[src/rtl/seg_chk_pkg.sv]
package seg_chk_pkg;

    typedef enum logic [1:0] {
        FL_NONE = 2'd0,
        FL_RD   = 2'd1,
        FL_WR   = 2'd2,
        FL_RW   = 2'd3
    } flag_state_e;

    typedef enum logic [1:0] {
        K_BAD  = 2'd0,
        K_UP   = 2'd1,
        K_DOWN = 2'd2
    } seg_kind_e;

    // bytes minus one for the width code (11 handled as 4 bytes)
    function automatic logic [1:0] size_span(input logic [1:0] code);
        unique case (code)
            2'b00:   return 2'd0;
            2'b01:   return 2'd1;
            default: return 2'd3;
        endcase
    endfunction

    // which limit rule a type obeys for the given direction
    function automatic seg_kind_e type_kind(input logic wr, input logic [3:0] t);
        if (wr) begin
            unique case (t)
                4'd2, 4'd3: return K_UP;
                4'd6, 4'd7: return K_DOWN;
                default:    return K_BAD;
            endcase
        end else begin
            unique case (t)
                4'd0, 4'd1, 4'd2, 4'd3,
                4'd10, 4'd11, 4'd14, 4'd15: return K_UP;
                4'd4, 4'd5, 4'd6, 4'd7:     return K_DOWN;
                default:                    return K_BAD;
            endcase
        end
    endfunction

endpackage

[src/rtl/seg_full_check.sv]
module seg_full_check
    import seg_chk_pkg::*;
#(
    parameter int AW    = 32,
    parameter int SUB_W = 16
) (
    input  logic          is_write,
    input  logic          prot_mode,
    input  logic          desc_present,
    input  logic          desc_code_data,
    input  logic          desc_big,
    input  logic [3:0]    desc_type,
    input  logic [AW-1:0] limit,
    input  logic [AW-1:0] offset,
    input  logic [AW-1:0] span,
    output logic          fault
);
    localparam logic [AW-1:0] SMALL_BOUND = {{(AW-SUB_W){1'b0}}, {SUB_W{1'b1}}};

    seg_kind_e     kind;
    logic [AW-1:0] bound;
    logic          attr_fault;
    logic          lim_fault;

    always_comb begin
        kind       = type_kind(is_write, desc_type);
        bound      = desc_big ? {AW{1'b1}} : SMALL_BOUND;
        attr_fault = prot_mode && (!desc_present || (is_write && !desc_code_data));
        lim_fault  = 1'b0;
        unique case (kind)
            K_UP:    lim_fault = (span > limit) || (offset > limit - span);
            K_DOWN:  lim_fault = (offset <= limit) || (offset > bound) ||
                                 ((bound - offset) < span);
            default: lim_fault = 1'b1;
        endcase
        fault = attr_fault || lim_fault;
    end
endmodule

[config.mk]
export PLATFORM = sky130hd
export DESIGN_NAME = seg_full_check
export DESIGN_NICKNAME = d
export VERILOG_FILES = /design/src/rtl/seg_chk_pkg.sv /design/src/rtl/seg_full_check.sv
export SDC_FILE = /design/constraint.sdc
export NUM_CORES = 1
export LEC_CHECK = 0
export BUFFER_PORTS_ARGS = -buffer_cell sky130_fd_sc_hd__buf_2
export CAP_MARGIN = 20
export CELL_PAD_IN_SITES_DETAIL_PLACEMENT = 2
export CELL_PAD_IN_SITES_GLOBAL_PLACEMENT = 2
export CORE_UTILIZATION = 32
export DETAILED_ROUTE_END_ITERATION = 8
export PLACE_DENSITY_LB_ADDON = 0.1
export REMOVE_ABC_BUFFERS = 1
export SYNTH_ARGS = -nofsm -noshare
export SYNTH_HDL_FRONTEND = slang
export SYNTH_SLANG_ARGS = --single-unit
[constraint.sdc]
create_clock -name vclk -period 5.7
set_input_delay 0.57 -clock vclk [all_inputs]
set_output_delay 0.57 -clock vclk [all_outputs]
set_load 0.1 [all_outputs]
## After elaboration in Yosys (flattened, before gate mapping)

Memories as Yosys holds them, arrays and structs flattened.
Index checks and enable logic that the tools add are counted.
W data, S select, Z words.

| storage, ports and cells | value |
|---|---|
| bits in registers | 0 |
| memory bits (read-only) | 32 |
| bits of input ports | 105 |
| output and inout port bits | 1 |
| word-level logic and storage cells | 29 |
| memories | 1 |

Memories:

| name | depth | width | rd ports | clocked after Yosys merged registers in | write ports | RTL line | source |
|---|---|---|---|---|---|---|---|
| (name not given) | 16 | 2 | 1 | 0 | 0 | seg_chk_pkg.sv:34 | `unique case (t)` |

| cells by class | value |
|---|---|
| add/subtract/negate cells | 2 |
| order comparisons | 5 |
| equal/unequal tests | 6 |
| mux-type cells | 4 |
| reductions and logical operators | 11 |

Operators by type and width:

| kind | number |
|---|---|
| $gt A32 B32 Y1 | 3 |
| $sub A32 B32 Y32 | 2 |
| $le A32 B32 Y1 | 1 |
| $lt A32 B32 Y1 | 1 |
| $mux W32 | 1 |
| $eq A4 B2 Y1 const B | 2 |
| $eq A4 B3 Y1 const B | 2 |
| $logic_or A1 B1 Y1 | 5 |
| $pmux W2 S2 | 1 |
| $reduce_or A2 Y1 | 2 |
| $eq A2 B1 Y1 const B | 1 |
| $eq A2 B2 Y1 const B | 1 |
| $logic_and A1 B1 Y1 | 2 |
| $logic_not A1 Y1 | 2 |
| $mux W2 | 1 |
| $pmux W1 S2 | 1 |

## Longest topological paths before layout

Gate-level depths: netlist (run 1).

| logic depth | value |
|---|---|
| depth after elaboration | 7 |
| gate-level depth with buffers | 23 |
| mapped depth without buffers | 23 |

## Worst setup path after synthesis (run 1)

Ideal clock, no wire load.

| path | value |
|---|---|
| path kind | input -> output |
| start | input desc_big |
| end | output fault |
| data arrival time | 4,707 ps |
| data required time | 5,130 ps |
| path slack | 423 ps |
| stages | 21 |
| path buffers | 0 |
| path through | inv_1 -> ha_1 -> inv_1 -> fa_1 -> a21o_1 -> a21oi_1 -> o21ai_0 -> a21oi_1 -> o21bai_1 -> a21o_1 -> a21oi_1 -> xnor2_1 -> ha_1 -> and4_1 -> or3b_1 -> nor3_1 -> a21oi_1 -> o21ai_0 -> a41oi_1 -> o31a_1 -> or4_1 |

| on the way | value |
|---|---|
| word-level cells in the longest chain between the ends | 6 |
| elaborated cells between the ends (all ways) | 8 |
| classes of those cells | add/sub (1); order compare (2); mux (2); reduce/logical (3) |

RTL lines:

| what | RTL line | source |
|---|---|---|
| start, declared | seg_full_check.sv:11 | `input logic desc_big,` |
| $mux W32 * | seg_full_check.sv:27 | `bound = desc_big ? {AW{1'b1}} : SMALL_BOUND;` |
| $sub A32 B32 Y32 or $gt A32 B32 Y1 (tied branches) | seg_full_check.sv:33, seg_full_check.sv:32 |  |
| $lt A32 B32 Y1 or $logic_or A1 B1 Y1 (tied branches) | seg_full_check.sv:33, seg_full_check.sv:32 |  |
| $logic_or A1 B1 Y1 * | seg_full_check.sv:32 | `K_DOWN: lim_fault = (offset <= limit) \|\| (offset > bound) \|\|` |
| $pmux W1 S2 * | seg_full_check.sv:30 | `unique case (kind)` |
| $logic_or A1 B1 Y1 * | seg_full_check.sv:36 | `fault = attr_fault \|\| lim_fault;` |
| end, declared | seg_full_check.sv:16 | `output logic fault` |

Mark *: on every way between the ends. The rest lies on a longest branch, timed or not.

## Worst setup path after layout (run 1)

Same ends and word-level chain as after synthesis.

==> results_dict.tcl, run 1 <==
set metrics [dict create \
    outcome "completed" \
    avgRoutedWirePerCell_um 17.6 \
    syn-cell-area_um2 4700 \
    fmax_mhz 180 \
    crit_path_frequent_cell "a21oi_1" \
    drive_gt1_share_pct 17.2 \
    drc_errors 0 \
    pin_count 106 \
    instances_no_fill 933 \
    synth_top_area_share_pct 38.6 \
    crit_path_end "fault" \
    setup_viol 0 \
    setup_tns_ns 0 \
    period_share_pct 97.3 \
    min_period_ns 5.55 \
    slowest_stage "or4_4" \
    grt_pass1_wl_mm 26.2 \
    synthSimpleGateAreaFrac_pct 15.6 \
    gr-usage-all-layers_pct 21.6 \
    yosys-top-cells-count "145 x ha_1, 110 x inv_1, 68 x a21oi_1" \
    worst_slack_ns 0.153 \
    p_per_area_nw_per_um2 117 \
    totalWireLength_mm 16.4 \
    path_buf_inv 3 \
    grt_antenna_before_repair 2 \
    core_area_um2 14100 \
    avgSynthCellArea_um2 7.32 \
    die_w_um 123 \
    nClkBuffers 0 \
    critPathMaxStageDelay_ns 0.49 \
    hpwl_mm 15.2 \
    seq_cell_count 0 \
    ys_top_cells_by_area "ha_1 39%, inv_1 8.8%, a21o_1 8.6%" \
    initial_core_util_pct 33.4 \
    crit_path_cell_trace "buf_2 -> buf_6 -> ha_1 -> a21o_1 -> a21oi_1 -> nor2b_1 -> a311oi_1 -> a21bo_2 -> a211o_1 -> a21oi_1 -> xnor2_1 -> ha_1 -> nand4_1 -> or3b_4 -> nor3_4 -> a21oi_1 -> o21ai_1 -> a41oi_1 -> o31a_1 -> or4_4 -> buf_12" \
    hold_path.class "in2out" \
    regArea_um2 0 \
    synth_top_area_cell "ha_1" \
    synthMuxAreaShare_pct 0 \
    synth_compound_gate_area_share_pct 28.5 \
    yosysUniqueCellTypes 57 \
    maxSlewViolCount 0 \
    preCtsSetupSlack_ns -0.230 \
    hold_viol 0 \
    maxCapViolCount 0 \
    area_delta_synth_final_pct 17.8 \
    dr.pass1.iters 4 \
    gp_congestion 0.860 \
    grt_pass1_vias 5463 \
    critical_path_required_ns 5.13 \
    syn_inst 643 \
    num_vias 5009 \
    overflow 0 \
    cp.depth 21 \
    worstSetupStartpoint "desc_big" \
    dieArea_um2 15200 \
    crit_type "in2out" \
    end_kind "output port" \
    seq_area_frac_synth_pct 0 \
    vdd_ir_drop_max_mv 0.0349 \
    worst_pin_slew_ns 0.507 \
    cp.arrival_ns 4.98 \
    yosysWarnings 0 \
    yosys.cell_count.top_type "ha_1" \
    drt-initial-drc-count 113 \
    p_leak_nw 3.27 \
    grt_max_degree 17 \
    vias_per_cell 5.37 \
    start_kind "primary input" \
    fin_nets 1006 \
    crit_family "compound AO/OA/AOI/OAI gates" \
    synthXorXnorAreaFrac_pct 7.26 \
    slew_headroom_pct 65.9 \
    synth_top_family_by_area "adder cells" \
    yosys.area_share.adder_pct 39.4 \
    num_rows 43 \
    place_inst 930 \
    worstPathMaxFanout 16 \
    antenna_left 0 \
    io_buffers 105 \
    die_h_um 123 \
]
==> tightest hold or removal path: cells and delay by family <==
kind,cells,cell delay [ns]
buf+inv,2,0.23
compound gates,2,0.17
simple gates,1,0.13
==> per-stage QoR <==
stage	hold WS, ns	total power, mW	instance area (um2)	util, %
global route	1.73	0.731	5540	39.3
floorplan	1.92	0.431	4680	-
finish	1.67	0.648	5540	39.3
global placement	1.90	0.596	5480	38.9
CTS	1.73	0.647	5500	39.0
detailed placement	1.91	0.639	5480	38.9
==> report_power, final <==
| part | total [mW] | internal [mW] | leakage (nW) | switching (mW) |
|---|---|---|---|---|
| combinational | 0.648 | 0.288 | 3.27 | 0.360 |
| clock | 0.0000000236 | 0.0000000236 | 0.00000634 | 0 |
| sequential | 0 | 0 | 0 | 0 |
| total | 0.648 | 0.288 | 3.27 | 0.360 |
==> cells in the final DEF, fill, tap and decap left out, types with 7 or more instances in the layout <==
master / count
o21ai_0: 31
o21a_1: 7
xnor2_1: 21
a21oi_1: 66
buf_2: 104
xor2_1: 18
inv_1: 110
nor2b_1: 13
nand2_1: 26
nand4_1: 22
a21o_1: 54
ha_1: 145
nand2b_1: 12
nor2_1: 31
buf_4: 7
==> cell type report <==
cell class	count	area, um2
Antenna cell	1	2.50
Fill cell	1729	8550
Inverter	110	413
Multi-Input combinational cell	529	4300
Tap cell	180	225
Timing Repair Buffer	113	604
==> timing repair <==
action / CTS / global route
endpoints found under the hold margin: 0 / 0
resized for setup: 5 / 12
hold buffers: 0 / 0
setup buffers: 0 / 2
pin swaps: 1 / 4
gates cloned: 0 / 0
endpoints found under the setup margin: 1 / 1
==> logic make-up after synthesis <==
| family | count (synthesis) |
|---|---|
| AND/OR/NAND/NOR | 137 |
| XOR/XNOR | 39 |
| AO/OA/AOI/OAI | 206 |
| buffers and inverters | 114 |
| adder cells (fa/ha/maj) | 147 |
==> metal layers <==
metal  share of wire, %  GRT usage (%)
met4               0.45           1.05
met2                 51           41.9
met5              0.061              0
met1                 47           27.4
met3                2.1          0.692
==> how the worst min path moves through the flow <==
stage	start	end	slack [ns]	depth (start not counted)
global placement	prot_mode	fault	1.90	5
floorplan	prot_mode	fault	1.92	3
global route	prot_mode	fault	1.73	5
CTS	prot_mode	fault	1.73	5
finish	prot_mode	fault	1.67	5
detailed placement	prot_mode	fault	1.91	5
Power figures use the tool's default switching activity.
==> run 2, diff against run 1 <==
--- a/config.mk
+++ b/config.mk
@@ -11,6 +11,7 @@
 export CELL_PAD_IN_SITES_GLOBAL_PLACEMENT = 2
 export CORE_UTILIZATION = 32
 export DETAILED_ROUTE_END_ITERATION = 8
+export GPL_TIMING_DRIVEN = 0
 export PLACE_DENSITY_LB_ADDON = 0.1
 export REMOVE_ABC_BUFFERS = 1
 export SYNTH_ARGS = -nofsm -noshare
==> run 2 against run 1 <==
Combinational power about the same. First-iteration DRC count decreased by 23%. Total power increased by 0.26%. Non-clock buffer count decreased by 2. Hold slack got worse by 0.011 ns. Critical path depth increased by 3. Final cell count decreased by 0.32%. Setup slack improved by 0.051 ns. Maximum frequency increased by 0.93%. Final area increased by 0.54%. Critical endpoint unchanged.
==> results_dict.tcl, run 2 (synthesized netlist as in run 1, its figures left out) <==
set metrics [dict create \
    p_comb_share_pct 100.0 \
    instances_no_fill 930 \
    grt_max_degree 18 \
    io_buffers 105 \
    critPathMaxStageDelay_ns 0.49 \
    num_vias 4939 \
    gr-usage-all-layers_pct 21.3 \
    start_kind "primary input" \
    avgRoutedWirePerCell_um 17.4 \
    outcome "completed" \
    drt-initial-drc-count 87 \
    maxCapViolCount 0 \
    fmax_mhz 182 \
    gp_congestion 0.854 \
    drc_errors 0 \
    p_sw_uw 361 \
    hpwl_mm 15.0 \
    worst_pin_slew_ns 0.463 \
    overflow 0 \
    initial_core_util_pct 33.4 \
    crit_path_cell_trace "buf_6 -> inv_1 -> ha_2 -> inv_1 -> fa_2 -> a21o_1 -> a21oi_2 -> o21ai_2 -> a21oi_2 -> o21bai_2 -> nand4_1 -> o2111ai_2 -> a21oi_2 -> xnor2_1 -> ha_1 -> nand4_1 -> or3b_4 -> nor3_4 -> a21oi_1 -> o21ai_2 -> a41oi_2 -> o31a_1 -> or4_4 -> buf_12" \
    fin_nets 1004 \
    crit_type "in2out" \
    place_inst 924 \
    p_leak_nw 3.26 \
    worst_slack_ns 0.204 \
    pin_count 106 \
    maxSlewViolCount 0 \
    period_share_pct 96.4 \
    path_buf_inv 4 \
    fillers 1700 \
    power.total_uw 650 \
    core_area_um2 14100 \
    seq_cell_count 0 \
    power.share.sequential_pct 0 \
    antenna_left 0 \
    nClkBuffers 0 \
    grt_pass1_wl_mm 25.7 \
    grt_antenna_before_repair 0 \
    min_period_ns 5.50 \
    num_rows 43 \
    p_per_area_nw_per_um2 117 \
    final_common_cell "ha_1" \
    dr.pass1.iters 4 \
    dieArea_um2 15200 \
    slowest_stage "or4_4" \
    hold_path.class "in2out" \
    die_w_um 123 \
    p_int_uw 289 \
    drive_gt1_share_pct 18.3 \
    regArea_um2 0 \
    vdd_ir_drop_max_mv 0.0340 \
    cts.hold.buffers_added 0 \
    crit_path_frequent_cell "a21oi_2" \
    vias_per_cell 5.31 \
    totalWireLength_mm 16.2 \
    layout.cells.most_common_list "143 x ha_1, 110 x inv_1, 103 x buf_2, 63 x a21oi_1, 54 x a21o_1" \
    whs_ns 1.66 \
    critical_path_required_ns 5.13 \
    area_delta_synth_final_pct 18.5 \
    grt_pass1_vias 5339 \
    crit_family "compound AO/OA/AOI/OAI gates" \
    cp.arrival_ns 4.93 \
    setup_viol 0 \
    clkPwrFrac_pct 0 \
    end_kind "output port" \
    slew_headroom_pct 68.9 \
    preCtsSetupSlack_ns -0.867 \
    worstPathMaxFanout 17 \
    diodes 0 \
    hold_viol 0 \
    switching_share_pct 55.6 \
    die_h_um 123 \
]
-- run 2: changes by cell type in the layout (fill, tap and decap cells not counted), sizes merged --
| cell | before | now |
|---|---|---|
| diode | 1 | 0 |
| buf | 113 | 111 |
-- run 2: cell type report --
type / count / area, um2 / area share (%)
Inverter: 110 / 413 / 7.41
Multi-Input combinational cell: 529 / 4340 / 77.9
Tap cell: 180 / 225 / 4.04
Timing Repair Buffer: 111 / 596 / 10.7
-- run 2: worst paths after layout --
path	end	cells after the start	startpoint	slack (ns)
setup / recovery	fault	24	desc_big	0.20
hold / removal	fault	5	prot_mode	1.66
-- run 2: repair_timing --
item / 4_1_cts / 5_1_grt
setup endpoints to repair: 1 / 1
gates resized for setup: 19 / 12
setup buffers: 2 / 4
pin swaps: 6 / 6
-- run 2: metrics by stage --
step	setup TNS [ns]	util [%]	cell area, um2
5_1_grt	-0.0219	39.5	5570
3_3_place_gp	-0.732	38.5	5430
3_5_place_dp	-0.867	38.5	5430
6_report	0	39.5	5570
2_1_floorplan	0	-	4680
4_1_cts	0	39.1	5520
-- run 2: power by group through the flow --
stage / Clock, mW / Sequential [mW] / Combinational (mW)
after global routing: 0 / 0 / 0.736
after CTS: 0 / 0 / 0.653
after detailed placement: 0 / 0 / 0.634
final: 0 / 0 / 0.650
after global placement: 0 / 0 / 0.592
after floorplan: 0 / 0 / 0.431
-- run 2: per-layer routing --
metal	GRT usage [%]	vias to the layer above	routed length (um)
met4	1.20	0	63
met1	27.3	2349	7620
met3	0.277	4	258
met2	41.1	64	8270
li1	-	2522	-
met5	0	-	0
